--- src/rtl/eepw_pkg.sv ---
// Package: shared types for the EEPROM page-write controller.
// Assumes: nothing beyond IEEE 1800-2017.
package eepw_pkg;

    // Sequencer phases: idle, column scan (array writes), settle hold.
    typedef enum logic [1:0] {
        SEQ_IDLE = 2'd0,
        SEQ_SCAN = 2'd1,
        SEQ_HOLD = 2'd2
    } seq_state_t;

endpackage

--- src/rtl/eepw_cpu_port.sv ---
// Module: eepw_cpu_port
// Decodes CPU accesses into the EEPROM window and registers read data.
// Assumes: the array read is asynchronous to arr_addr, and the strobes are
// one cycle wide. Accesses are refused while busy.
module eepw_cpu_port #(
    parameter int XA_W   = 16,
    parameter int EE_AW  = 11,
    parameter int DATA_W = 8
) (
    input  logic              clk,
    input  logic              rst_n,
    input  logic              ee_en,
    input  logic [XA_W-1:0]   cpu_addr,
    input  logic              cpu_wr,
    input  logic              cpu_rd,
    input  logic              busy,
    input  logic [DATA_W-1:0] arr_rdata,
    output logic              acc_ok,
    output logic              lat_we,
    output logic              rd_req,
    output logic [DATA_W-1:0] cpu_rdata,
    output logic              rd_valid
);

    localparam int HI_W = XA_W - EE_AW;

    // Window decode: enable set, upper address bits zero, sequencer idle.
    always_comb begin
        acc_ok = ee_en && (cpu_addr[XA_W-1:EE_AW] == HI_W'(0)) && !busy;
        lat_we = cpu_wr && acc_ok;
        rd_req = cpu_rd && acc_ok;
    end

    // Capture the array byte for an accepted read and flag it valid.
    always_ff @(posedge clk) begin
        if (!rst_n) begin
            rd_valid  <= 1'b0;
            cpu_rdata <= '0;
        end else begin
            rd_valid <= rd_req;
            if (rd_req) begin
                cpu_rdata <= arr_rdata;
            end
        end
    end

endmodule

--- src/rtl/eepw_col_latch.sv ---
// Module: eepw_col_latch
// Holds one page of column data, with a loaded flag per column and the
// pending row number.
// Assumes: a clear and a load never arrive in the same cycle (the load is
// blocked while busy). Data bytes carry no reset, because only flagged
// bytes are ever used.
module eepw_col_latch #(
    parameter int PAGE   = 128,
    parameter int COL_W  = 7,
    parameter int ROW_W  = 4,
    parameter int DATA_W = 8
) (
    input  logic              clk,
    input  logic              rst_n,
    input  logic              lat_we,
    input  logic [COL_W-1:0]  wr_col,
    input  logic [ROW_W-1:0]  wr_row,
    input  logic [DATA_W-1:0] wr_data,
    input  logic              clr_flags,
    input  logic [COL_W-1:0]  rd_col,
    output logic [DATA_W-1:0] rd_data,
    output logic              rd_flag,
    output logic              any_flag,
    output logic [ROW_W-1:0]  row
);

    logic [PAGE-1:0]   flag_q;
    logic [DATA_W-1:0] data_q [PAGE];

    for (genvar c = 0; c < PAGE; c++) begin : g_col
        // Per-column flag: set on load, cleared at the end of programming.
        always_ff @(posedge clk) begin
            if (!rst_n) begin
                flag_q[c] <= 1'b0;
            end else if (clr_flags) begin
                flag_q[c] <= 1'b0;
            end else if (lat_we && (wr_col == COL_W'(c))) begin
                flag_q[c] <= 1'b1;
            end
        end

        // Per-column data byte: last write wins.
        always_ff @(posedge clk) begin
            if (lat_we && (wr_col == COL_W'(c))) begin
                data_q[c] <= wr_data;
            end
        end
    end

    // Pending row follows the most recent accepted write.
    always_ff @(posedge clk) begin
        if (!rst_n) begin
            row <= '0;
        end else if (lat_we) begin
            row <= wr_row;
        end
    end

    // Column read-out for the sequencer, and the page-level flag summary.
    always_comb begin
        rd_data  = data_q[rd_col];
        rd_flag  = flag_q[rd_col];
        any_flag = |flag_q;
    end

endmodule

--- src/rtl/eepw_prog_seq.sv ---
// Module: eepw_prog_seq
// Row programming sequencer. It scans every column once, requests an array
// write for each flagged column, holds busy for HOLD_CYC settle cycles and
// then clears the flags.
// Assumes: HOLD_CYC >= 1. A command with no flag set is dropped.
module eepw_prog_seq #(
    parameter int PAGE     = 128,
    parameter int COL_W    = 7,
    parameter int HOLD_CYC = 64,
    parameter int HC_W     = 7
) (
    input  logic             clk,
    input  logic             rst_n,
    input  logic             prog_start,
    input  logic             any_flag,
    input  logic             col_flag,
    output logic             busy,
    output logic [COL_W-1:0] scan_col,
    output logic             arr_we,
    output logic             clr_flags
);

    import eepw_pkg::*;

    seq_state_t      state_q;
    logic [HC_W-1:0] hold_q;
    logic            last_col;
    logic            hold_done;

    // End-of-phase conditions.
    always_comb begin
        last_col  = (scan_col == COL_W'(PAGE - 1));
        hold_done = (hold_q == HC_W'(HOLD_CYC - 1));
    end

    // Phase register together with the column and hold counters.
    always_ff @(posedge clk) begin
        if (!rst_n) begin
            state_q  <= SEQ_IDLE;
            scan_col <= '0;
            hold_q   <= '0;
        end else begin
            unique case (state_q)
                SEQ_IDLE: begin
                    if (prog_start && any_flag) begin
                        state_q  <= SEQ_SCAN;
                        scan_col <= '0;
                    end
                end
                SEQ_SCAN: begin
                    if (last_col) begin
                        state_q <= SEQ_HOLD;
                        hold_q  <= '0;
                    end else begin
                        scan_col <= scan_col + COL_W'(1);
                    end
                end
                SEQ_HOLD: begin
                    if (hold_done) begin
                        state_q <= SEQ_IDLE;
                    end else begin
                        hold_q <= hold_q + HC_W'(1);
                    end
                end
                default: state_q <= SEQ_IDLE;
            endcase
        end
    end

    // Outputs decoded from the phase.
    always_comb begin
        busy      = (state_q != SEQ_IDLE);
        arr_we    = (state_q == SEQ_SCAN) && col_flag;
        clr_flags = (state_q == SEQ_HOLD) && hold_done;
    end

endmodule

--- src/rtl/eeprom_page_writer.sv ---
// Module: eeprom_page_writer (top)
// EEPROM write buffer and row programmer. CPU writes fill a flagged column
// latch, and a program command moves only the flagged bytes into one row.
// Assumes: the array port has an asynchronous read and a single-cycle write.
// Array timing is modelled only as a fixed hold count.
module eeprom_page_writer #(
    parameter int XA_W       = 16,
    parameter int DATA_W     = 8,
    parameter int EE_BYTES   = 2048,
    parameter int PAGE_BYTES = 128,
    parameter int HOLD_CYC   = 64
) (
    input  logic                         clk,
    input  logic                         rst_n,
    input  logic                         ee_en,
    input  logic [XA_W-1:0]              cpu_addr,
    input  logic                         cpu_wr,
    input  logic                         cpu_rd,
    input  logic [DATA_W-1:0]            cpu_wdata,
    output logic [DATA_W-1:0]            cpu_rdata,
    output logic                         rd_valid,
    input  logic                         prog_start,
    output logic                         busy,
    output logic [$clog2(EE_BYTES)-1:0]  arr_addr,
    output logic [DATA_W-1:0]            arr_wdata,
    output logic                         arr_we,
    input  logic [DATA_W-1:0]            arr_rdata
);

    localparam int EE_AW = $clog2(EE_BYTES);
    localparam int COL_W = $clog2(PAGE_BYTES);
    localparam int ROW_W = EE_AW - COL_W;
    localparam int HC_W  = $clog2(HOLD_CYC + 1);

    logic             acc_ok;
    logic             lat_we;
    logic             rd_req;
    logic             any_flag;
    logic             col_flag;
    logic             clr_flags;
    logic [COL_W-1:0] scan_col;
    logic [ROW_W-1:0] row;

    eepw_cpu_port #(
        .XA_W   (XA_W),
        .EE_AW  (EE_AW),
        .DATA_W (DATA_W)
    ) u_port (
        .clk       (clk),
        .rst_n     (rst_n),
        .ee_en     (ee_en),
        .cpu_addr  (cpu_addr),
        .cpu_wr    (cpu_wr),
        .cpu_rd    (cpu_rd),
        .busy      (busy),
        .arr_rdata (arr_rdata),
        .acc_ok    (acc_ok),
        .lat_we    (lat_we),
        .rd_req    (rd_req),
        .cpu_rdata (cpu_rdata),
        .rd_valid  (rd_valid)
    );

    eepw_col_latch #(
        .PAGE   (PAGE_BYTES),
        .COL_W  (COL_W),
        .ROW_W  (ROW_W),
        .DATA_W (DATA_W)
    ) u_latch (
        .clk       (clk),
        .rst_n     (rst_n),
        .lat_we    (lat_we),
        .wr_col    (cpu_addr[COL_W-1:0]),
        .wr_row    (cpu_addr[EE_AW-1:COL_W]),
        .wr_data   (cpu_wdata),
        .clr_flags (clr_flags),
        .rd_col    (scan_col),
        .rd_data   (arr_wdata),
        .rd_flag   (col_flag),
        .any_flag  (any_flag),
        .row       (row)
    );

    eepw_prog_seq #(
        .PAGE     (PAGE_BYTES),
        .COL_W    (COL_W),
        .HOLD_CYC (HOLD_CYC),
        .HC_W     (HC_W)
    ) u_seq (
        .clk        (clk),
        .rst_n      (rst_n),
        .prog_start (prog_start),
        .any_flag   (any_flag),
        .col_flag   (col_flag),
        .busy       (busy),
        .scan_col   (scan_col),
        .arr_we     (arr_we),
        .clr_flags  (clr_flags)
    );

    // Array address mux: sequencer row/column while busy, CPU address otherwise.
    always_comb begin
        arr_addr = busy ? {row, scan_col} : cpu_addr[EE_AW-1:0];
    end

endmodule

--- config.mk ---
export PLATFORM = sky130hd
export DESIGN_NAME = eeprom_page_writer
export DESIGN_NICKNAME = d
export VERILOG_FILES = /design/src/rtl/eepw_pkg.sv /design/src/rtl/eepw_cpu_port.sv /design/src/rtl/eepw_col_latch.sv /design/src/rtl/eepw_prog_seq.sv /design/src/rtl/eeprom_page_writer.sv
export SDC_FILE = /design/constraint.sdc
export NUM_CORES = 1
export LEC_CHECK = 0
export CAP_MARGIN = 20
export CORE_ASPECT_RATIO = 0.75
export CORE_MARGIN = 5
export CORE_UTILIZATION = 50
export CTS_CLUSTER_DIAMETER = 120
export DETAILED_ROUTE_END_ITERATION = 12
export PLACE_DENSITY = 0.66
export SLEW_MARGIN = 0
export SYNTH_ARGS = -nofsm -noshare
export SYNTH_HDL_FRONTEND = slang
export SYNTH_SLANG_ARGS = --single-unit
--- constraint.sdc ---
create_clock -name clk -period 5.9 [get_ports clk]
set_input_delay 1.18 -clock clk [delete_from_list [all_inputs] [get_ports clk]]
set_output_delay 1.18 -clock clk [all_outputs]
set_load 0.02 [all_outputs]
### Word level (Yosys, flattened, before mapping)

Memories as Yosys holds them, arrays and structs flattened. A register that Yosys moved wholly into a read port is not among the register bits.
Index checks and enable logic that the tools add are counted.

| storage, ports and cells | value |
|---|---|
| word-level logic and storage cells | 1201 |
| memory bits (writable) | 1024 |
| flip-flop bits (word level) | 157 |
| output and inout port bits | 30 |
| memories kept | 1 |
| input port bits | 38 |

Memory list:

| memory | words | bits a word | rd ports | clocked after Yosys merged registers in | wr ports | line | source |
|---|---|---|---|---|---|---|---|
| u_latch.data_q | 128 | 8 | 1 | 1 | 1 | eepw_col_latch.sv:28 | `logic [DATA_W-1:0] data_q [PAGE];` |

| operators by class | value |
|---|---|
| equal/unequal tests | 136 |
| multiplexer cells | 652 |
| reductions and logical operators | 274 |
| $lt $le $gt $ge | 1 |
| bitwise operators | 1 |
| add/sub/neg operators | 2 |

Operators with widths:

| operator | number |
|---|---|
| 2-to-1 mux 8 bit | 127 |
| OR reduction 8 bit | 127 |
| 2-to-1 mux 7 bit | 133 |
| equality test 7 bit, second input constant | 65 |
| 2-to-1 mux 1 bit | 384 |
| equality test 7 x 6 -> 1 bit, second input constant | 33 |
| logical AND 1 bit | 135 |
| OR reduction 128 bit | 1 |
| equality test 7 x 5 -> 1 bit, second input constant | 16 |
| equality test 7 x 4 -> 1 bit, second input constant | 8 |
| equality test 7 x 3 -> 1 bit, second input constant | 4 |
| one-hot mux 7 bit (2 select lines) | 2 |
| adder 7 x 1 -> 7 bit, second input constant | 2 |
| equality test 7 x 2 -> 1 bit, second input constant | 2 |
| 2-to-1 mux 11 bit | 1 |
| AND reduction 3 bit | 3 |
| less-than comparator 7 x 8 -> 1 bit, second input constant | 1 |
| binary-select mux 1 bit (select 7 bit) | 1 |
| equality test 7 x 1 -> 1 bit, second input constant | 1 |
| logical NOT 7 bit | 1 |
| 2-to-1 mux 2 bit | 3 |
| != test 2 x 1 -> 1 bit, second input constant | 3 |
| one-hot mux 2 bit (3 select lines) | 1 |
| nonzero test 2 bit | 3 |
| other kinds (8) | 9 |

### Logic depth before layout (Yosys ltp)

Gate-level depths: netlist of the first run.

| depth | value |
|---|---|
| depth after elaboration | 135 |
| depth in mapped cells | 10 |
| gate-level depth less buffers | 6 |

### Cells and area by module

Synthesis of the first run repeated with hierarchy kept, for this count alone.

| second synthesis, totals | value |
|---|---|
| cells, all modules | 2164 |
| area, all modules | 45907.8 um2 |

Modules (own cells, without submodules):

| module | area an instance (um2) | sequential area each (um2) | instances | cells each |
|---|---|---|---|---|
| eepw_col_latch | 44486.4 | 33392.0 | 1 | 2006 |
| eepw_prog_seq | 849.6 | 320.3 | 1 | 104 |
| eepw_cpu_port | 399.1 | 180.2 | 1 | 42 |
| eeprom_page_writer | 172.7 | 0.0 | 1 | 12 |

### Worst setup path after synthesis of the first run

No wires, ideal clock.

| timing | value |
|---|---|
| kind | register to output |
| start | register with a tool-made name |
| end | output port arr_wdata[6] |
| data required time | 4.720 ns |
| path buffers | 3 |
| arrival | 2.057 ns |
| stages on the path, launching flop included | 9 |
| setup slack | 2.663 ns |
| cells stage by stage | dfxtp_1 -> buf_6 -> buf_2 -> buf_4 -> mux4_2 -> a22oi_1 -> a21oi_1 -> nor3_1 -> nand3_1 |

RTL lines:

| element | line | source |
|---|---|---|
| end: declaration | eeprom_page_writer.sv:25 | `output logic [DATA_W-1:0] arr_wdata,` |

==> impl_metrics.env, run 1 <==
export IMPL_status="completed"
export IMPL_ys_flop_type="edfxtp_1"
export IMPL_vias_per_cell=6.33
export IMPL_tightest_slew_ns=1.13
export IMPL_power_leakage_nw=16.2
export IMPL_path_cells="buf_12 > mux4_2 > a22o_1 > a221oi_2 > o22ai_1 > nor3_1 > nand3_1 > clkdlybuf4s50_1"
export IMPL_cts_setup_buffers=0
export IMPL_async_reset_ff_frac=0
export IMPL_clock_skew_ns=0.0130
export IMPL_synthTopCellsByArea="edfxtp_1 (67%), mux4_2 (14%), dfxtp_1 (7.1%)"
export IMPL_setup_viol=0
export IMPL_slowest_stage="nor3_1"
export IMPL_power_mw=16.2
export IMPL_crit_fanout=18
export IMPL_cts_root_buf="clkbuf_16"
export IMPL_grt_pass1_wl_um=169000
export IMPL_antenna_found_initial=2
export IMPL_min_period_over_period=0.963
export IMPL_pwr_density_cell_nw_per_um2=311
export IMPL_cp_end_kind="primary output"
export IMPL_drive_gt1_frac=0.235
export IMPL_dieWidth_um=360
export IMPL_cts_tree="yes"
export IMPL_ys_warn_count=0
export IMPL_synth_top_cell_area_share=0.669
export IMPL_max_stage_delay_ns=0.67
export IMPL_via_count=24504
export IMPL_drt_wirelength_per_cell_um=29.9
export IMPL_peakVddDrop_mv=0.271
export IMPL_clk_latency_ns=0.68
export IMPL_layout_nets=2594
export IMPL_max_cap_viol_count=0
export IMPL_grt_pass1_vias=24308
export IMPL_worst_slack_ns=0.216
export IMPL_h_tree_depth=3
export IMPL_area_delta_synth_final_pct=13.6
export IMPL_ioPinCount=68
export IMPL_syn_area_um2=46000
export IMPL_relSlewSlack=0.247
export IMPL_syn_avg_cell_area_um2=19.4
export IMPL_clock_sinks=1188
export IMPL_numCtsBuffers=109
export IMPL_cts_resized=0
export IMPL_hold_class="flip-flop to flip-flop"
export IMPL_ff2ff_setup_slack_ns=2.35
export IMPL_cts_buffer_depth=3
export IMPL_drc_errors=0
export IMPL_multi_input_area_um2=11200
export IMPL_tns_ns=0
export IMPL_die_area_um2=98200
export IMPL_die_h_um=273
export IMPL_cp_start_kind="flip-flop"
export IMPL_syn_inst=2365
export IMPL_arrival_ns=4.50
export IMPL_crit_required_ns=4.72
export IMPL_layout_common_cells="edfxtp_1 (1024), mux4_2 (281), dfxtp_1 (159)"
export IMPL_place_ws_ns=0.824
export IMPL_drtAntennaViolNets=0
export IMPL_final_common_cell="edfxtp_1"
export IMPL_start_util=0.503
export IMPL_ys_ff_latch=1188
export IMPL_finalMaxSlewViolations=0
export IMPL_first_pass_iters=8
export IMPL_syn_num_nets=2405
export IMPL_critPathKind="flip-flop to primary output"
export IMPL_row_count=96
export IMPL_synth_distinct_cells=55
export IMPL_n_antenna_cell=0
export IMPL_first_iter_violations=2944
export IMPL_clk_pin_slew_worst_paths_ns=0.06
export IMPL_postRouteWirelength_um=116000
export IMPL_coreArea_um2=91400
export IMPL_period_minus_slack_ns=5.68
export IMPL_port_buffer_count=67
export IMPL_finalWeightedCongestion=0.926
export IMPL_synth_top_area_cell="edfxtp_1"
export IMPL_overflow=0
export IMPL_track_usage=0.234
export IMPL_hold_buffers=0
export IMPL_hold_viol=0
export IMPL_fmax_mhz=176
export IMPL_register_area_um2=34000
export IMPL_grt_max_degree=100
export IMPL_grt_setup_unrepaired="false"
export IMPL_synth_edf_count=1024
export IMPL_fillers=6753
export IMPL_ys_seq_area_frac=0.740
export IMPL_dp_hpwl_um=74500
[final timing paths]
check	from	end	depth (start not counted)
worst max register to register	u_seq.state_q[1]$_SDFFE_PN0P_	u_latch.data_q[11][6]$_DFFE_PP_	5
worst max-delay path	flip-flop	arr_wdata[3]	8
worst min-delay path	u_seq.hold_q[6]$_SDFFE_PN0P_	u_seq.hold_q[6]$_SDFFE_PN0P_	2
worst min register to register	u_seq.hold_q[6]$_SDFFE_PN0P_	u_seq.hold_q[6]$_SDFFE_PN0P_	2
[flip-flops by register name, summed over array words and instances, names as in the netlist, named ones only]
register and flops:
u_latch.data_q 1024, u_port.rd_valid 1, u_seq.hold_q 7, u_seq.state_q 2, u_latch.row 4, u_latch.flag_q 128
u_port.cpu_rdata 8, u_seq.scan_col 7
[critical path: cells and delay by family (launching register included)]
kind / cells / cell delay, ns
AO/OA/AOI/OAI: 3 / 0.97
AND/OR/NAND/NOR: 2 / 0.91
multiplexers: 1 / 0.52
buffers and inverters: 2 / 0.84
flip-flops: 1 / 0.58
[power by group]
group / leakage [nW] / internal, mW / total, mW / switching (mW)
combinational: 4.00 / 0.0593 / 0.255 / 0.196
clock: 1.70 / 3.85 / 6.88 / 3.03
sequential: 10.5 / 9.11 / 9.11 / 0.00164
total: 16.2 / 13.0 / 16.2 / 3.22
[kinds of logic (layout without fill, tap and decap cells)]
group / count (synthesis) / after routing / synth area share
simple gates: 356 / 356 / 0.0367
xor+xnor: 6 / 6 / 0.00114
flops: 1188 / 1188 / 0.740
compound gates: 311 / 311 / 0.0493
fa+ha+maj: 2 / 2 / 0.000544
buf+inv: 147 / 430 / 0.0165
mux: 355 / 355 / 0.156
[layout make-up]
type | instances | share of cell area
clock inverter | 42 | 0.00580
sequential | 1188 | 0.652
timing repair buffer | 219 | 0.0370
tap | 1225 | 0.0293
multi-input combinational | 1030 | 0.215
inverter | 6 | 0.000431
clock buffer | 163 | 0.0608
[synth_stat cells, drive strengths merged, types with 3 or more instances]
cell type  count
nor4          35
a22o          16
buf           77
o21ai          8
clkbuf        64
nand4         17
a22oi         33
and2           4
nand4b        10
nand3         26
edfxtp      1024
mux4         286
mux2           5
xor2           6
mux2i         64
nand3b         9
a221oi        16
nor2b          9
or3            3
a31oi          8
a41oi          3
nor2         159
a21oi         31
a211oi        19
o22ai         41
o21a         128
dfxtp        164
inv            6
nand2         63
nor3          10
[through the flow]
step,utilization,area [um^2],std cells,hold WS (ns)
floorplan,-,46000,2365,0.411
global placement,0.532,48700,3662,0.419
detailed placement,0.533,48700,3664,0.436
CTS,0.571,52200,3869,0.443
global route,0.571,52200,3873,0.475
finish,0.571,52200,3873,0.456
[metal layers]
metal | global-route usage | up-vias | routed length (um)
met5 | 0 | - | 0
met4 | 0.0409 | 0 | 1910
met3 | 0.0527 | 140 | 11300
met2 | 0.339 | 1205 | 50900
met1 | 0.372 | 13018 | 51600
li1 | - | 10141 | -
No activity file was read; power rests on OpenSTA's default activity.
==> run 2: changes to the inputs <==
--- a/config.mk
+++ b/config.mk
@@ -9,6 +9,7 @@
 export CORE_ASPECT_RATIO = 0.75
 export CORE_MARGIN = 5
 export CORE_UTILIZATION = 50
+export CTS_BUF_LIST = sky130_fd_sc_hd__clkbuf_8
 export CTS_CLUSTER_DIAMETER = 120
 export DETAILED_ROUTE_END_ITERATION = 12
 export PLACE_DENSITY = 0.66
==> run 2 against run 1 <==
Against the previous run:
- global-route usage grew 0.23 points
- wire length grew 0.85%
- count of clock-buffer cells in the layout rose by 25
- maximum frequency shrank 0.27%
- first-iteration DRC count rose by 13%
- power shrank 3.7%
- via count up 1.7%
- largest cell class unchanged
==> impl_metrics.env, run 2 (same netlist as run 1, synthesis figures left out) <==
export IMPL_status="completed"
export IMPL_clk_latency_ns=0.83
export IMPL_drive_gt1_frac=0.250
export IMPL_via_count=24914
export IMPL_grt_setup_unrepaired="false"
export IMPL_crit_fanout=18
export IMPL_postRouteWirelength_um=117000
export IMPL_top_register="u_latch.data_q"
export IMPL_place_area_um2=48700
export IMPL_fillers=6827
export IMPL_routed_wl_met3_um=12400
export IMPL_final_common_cell="edfxtp_1"
export IMPL_clock_skew_ns=0.0362
export IMPL_antenna_found_initial=4
export IMPL_ioPinCount=68
export IMPL_arrival_ns=4.52
export IMPL_power_leakage_nw=16.4
export IMPL_setup_viol=0
export IMPL_drtAntennaViolNets=0
export IMPL_max_cap_viol_count=0
export IMPL_critPathKind="flip-flop to primary output"
export IMPL_row_count=96
export IMPL_stdcell_area_um2=52100
export IMPL_final_util=0.570
export IMPL_clk_pin_slew_worst_paths_ns=0.07
export IMPL_numCtsBuffers=174
export IMPL_peakVddDrop_mv=0.185
export IMPL_cts_tree="yes"
export IMPL_cp_start_kind="flip-flop"
export IMPL_cts_root_buf="clkbuf_8"
export IMPL_port_buffer_count=67
export IMPL_hold_viol=0
export IMPL_tns_ns=0
export IMPL_intPower_mw=12.3
export IMPL_die_h_um=273
export IMPL_h_tree_depth=4
export IMPL_fmax_mhz=175
export IMPL_start_util=0.503
export IMPL_pwr_density_cell_nw_per_um2=300
export IMPL_fin_cells=3990
export IMPL_swShare=0.213
export IMPL_relSlewSlack=0.224
export IMPL_top_regs="u_latch.data_q (1024), u_latch.flag_q (128), u_port.cpu_rdata (8)"
export IMPL_drt_wirelength_per_cell_um=29.3
export IMPL_coreArea_um2=91400
export IMPL_vias_per_cell=6.24
export IMPL_finalMaxSlewViolations=0
export IMPL_overflow=0
export IMPL_finalWeightedCongestion=0.926
export IMPL_hold_buffers=0
export IMPL_route_top_layer_used="met5"
export IMPL_period_minus_slack_ns=5.70
export IMPL_tightest_slew_ns=1.16
export IMPL_combPwrFrac=0.016
export IMPL_track_usage=0.236
export IMPL_crit_required_ns=4.72
export IMPL_cts_buffer_depth=3
export IMPL_min_period_over_period=0.966
export IMPL_place_ws_ns=0.824
export IMPL_first_iter_violations=3317
export IMPL_dieWidth_um=360
export IMPL_dr_wl_met2_um=51300
export IMPL_die_area_um2=98200
export IMPL_largest_reg_flops=1024
export IMPL_dp_hpwl_um=74500
export IMPL_clock_sinks=1188
export IMPL_met1_length_um=51500
export IMPL_cp_end_kind="primary output"
export IMPL_drc_errors=0
export IMPL_area_delta_synth_final_pct=13.4
export IMPL_grt_pass1_wl_um=171000
export IMPL_layout_common_cells="edfxtp_1 (1024), mux4_2 (281), clkbuf_8 (193)"
export IMPL_hold_class="flip-flop to flip-flop"
export IMPL_grt_max_degree=100
export IMPL_p_switching_mw=3.33
export IMPL_layout_nets=2661
export IMPL_worst_slack_ns=0.200
export IMPL_dp_cells=3664
export IMPL_power_share_clock=0.401
export IMPL_first_pass_iters=5
export IMPL_pwr_share_seq=0.583
export IMPL_grt_pass1_vias=24675
[run 2: cell count changes in the layout (fill, tap and decap cells not counted), sizes merged]
| cell | before | now |
|---|---|---|
| clkinv | 31 | 59 |
| clkinvlp | 3 | 4 |
| inv | 11 | 70 |
| bufinv | 3 | 4 |
| diode | 0 | 1 |
| clkbuf | 167 | 194 |
[run 2: critical path: stages (launching register included)]
cell and delay (ns):
dfxtp_4 0.58, buf_12 0.25, mux4_2 0.53, a22o_1 0.22
a221oi_2 0.45, o22ai_1 0.28, nor3_1 0.57, nand3_1 0.23
clkdlybuf4s50_1 0.59
[run 2: layer usage]
metal | up-vias | track usage
li1 | 10292 | -
met1 | 13097 | 0.374
met2 | 1385 | 0.339
met3 | 138 | 0.0555
met4 | 2 | 0.0475
met5 | - | 0
[run 2: final cells by class]
class | instances | area (um^2) | area share
well taps | 1225 | 1530 | 0.0294
inverters | 6 | 22.5 | 0.000432
multi-input cells | 1030 | 11200 | 0.216
flip-flops and latches | 1188 | 34000 | 0.653
diodes | 1 | 2.50 | 0.0000480
clock inverters | 131 | 714 | 0.0137
repair buffers | 221 | 1990 | 0.0382
clock buffers | 188 | 2590 | 0.0496
[run 2: metrics by stage]
stage	hold slack [ns]	total power, mW
3_3_place_gp	0.419	9.53
4_1_cts	0.444	15.8
3_5_place_dp	0.436	9.55
5_1_grt	0.477	16.2
6_report	0.454	15.6
2_1_floorplan	0.411	9.36
[run 2: power groups by stage]
stage	Clock (mW)	Sequential (mW)	Combinational [mW]
finish	6.27	9.11	0.256
global route	6.79	9.10	0.272
CTS	6.39	9.11	0.256
detailed placement	0	9.29	0.255
global placement	0	9.29	0.243
floorplan	0	9.29	0.0721
[run 2: path summary, 6_finish.rpt]
kind         cells past startpoint  slack (ns)                               to                          start
max                              8        0.20                     arr_wdata[4]                      flip-flop
min                              2        0.45     u_seq.hold_q[6]$_SDFFE_PN0P_   u_seq.hold_q[6]$_SDFFE_PN0P_
max reg2reg                      5        2.31  u_latch.data_q[11][5]$_DFFE_PP_  u_seq.state_q[1]$_SDFFE_PN0P_
min reg2reg                      2        0.45     u_seq.hold_q[6]$_SDFFE_PN0P_   u_seq.hold_q[6]$_SDFFE_PN0P_
[run 2: timing repair]
action                                  4_1_cts  5_1_grt
buffers inserted                              0        0
gates resized for setup                       4        4
gates cloned                                  0        1
endpoints found under the setup margin        5        8
endpoints found under the hold margin         0        0
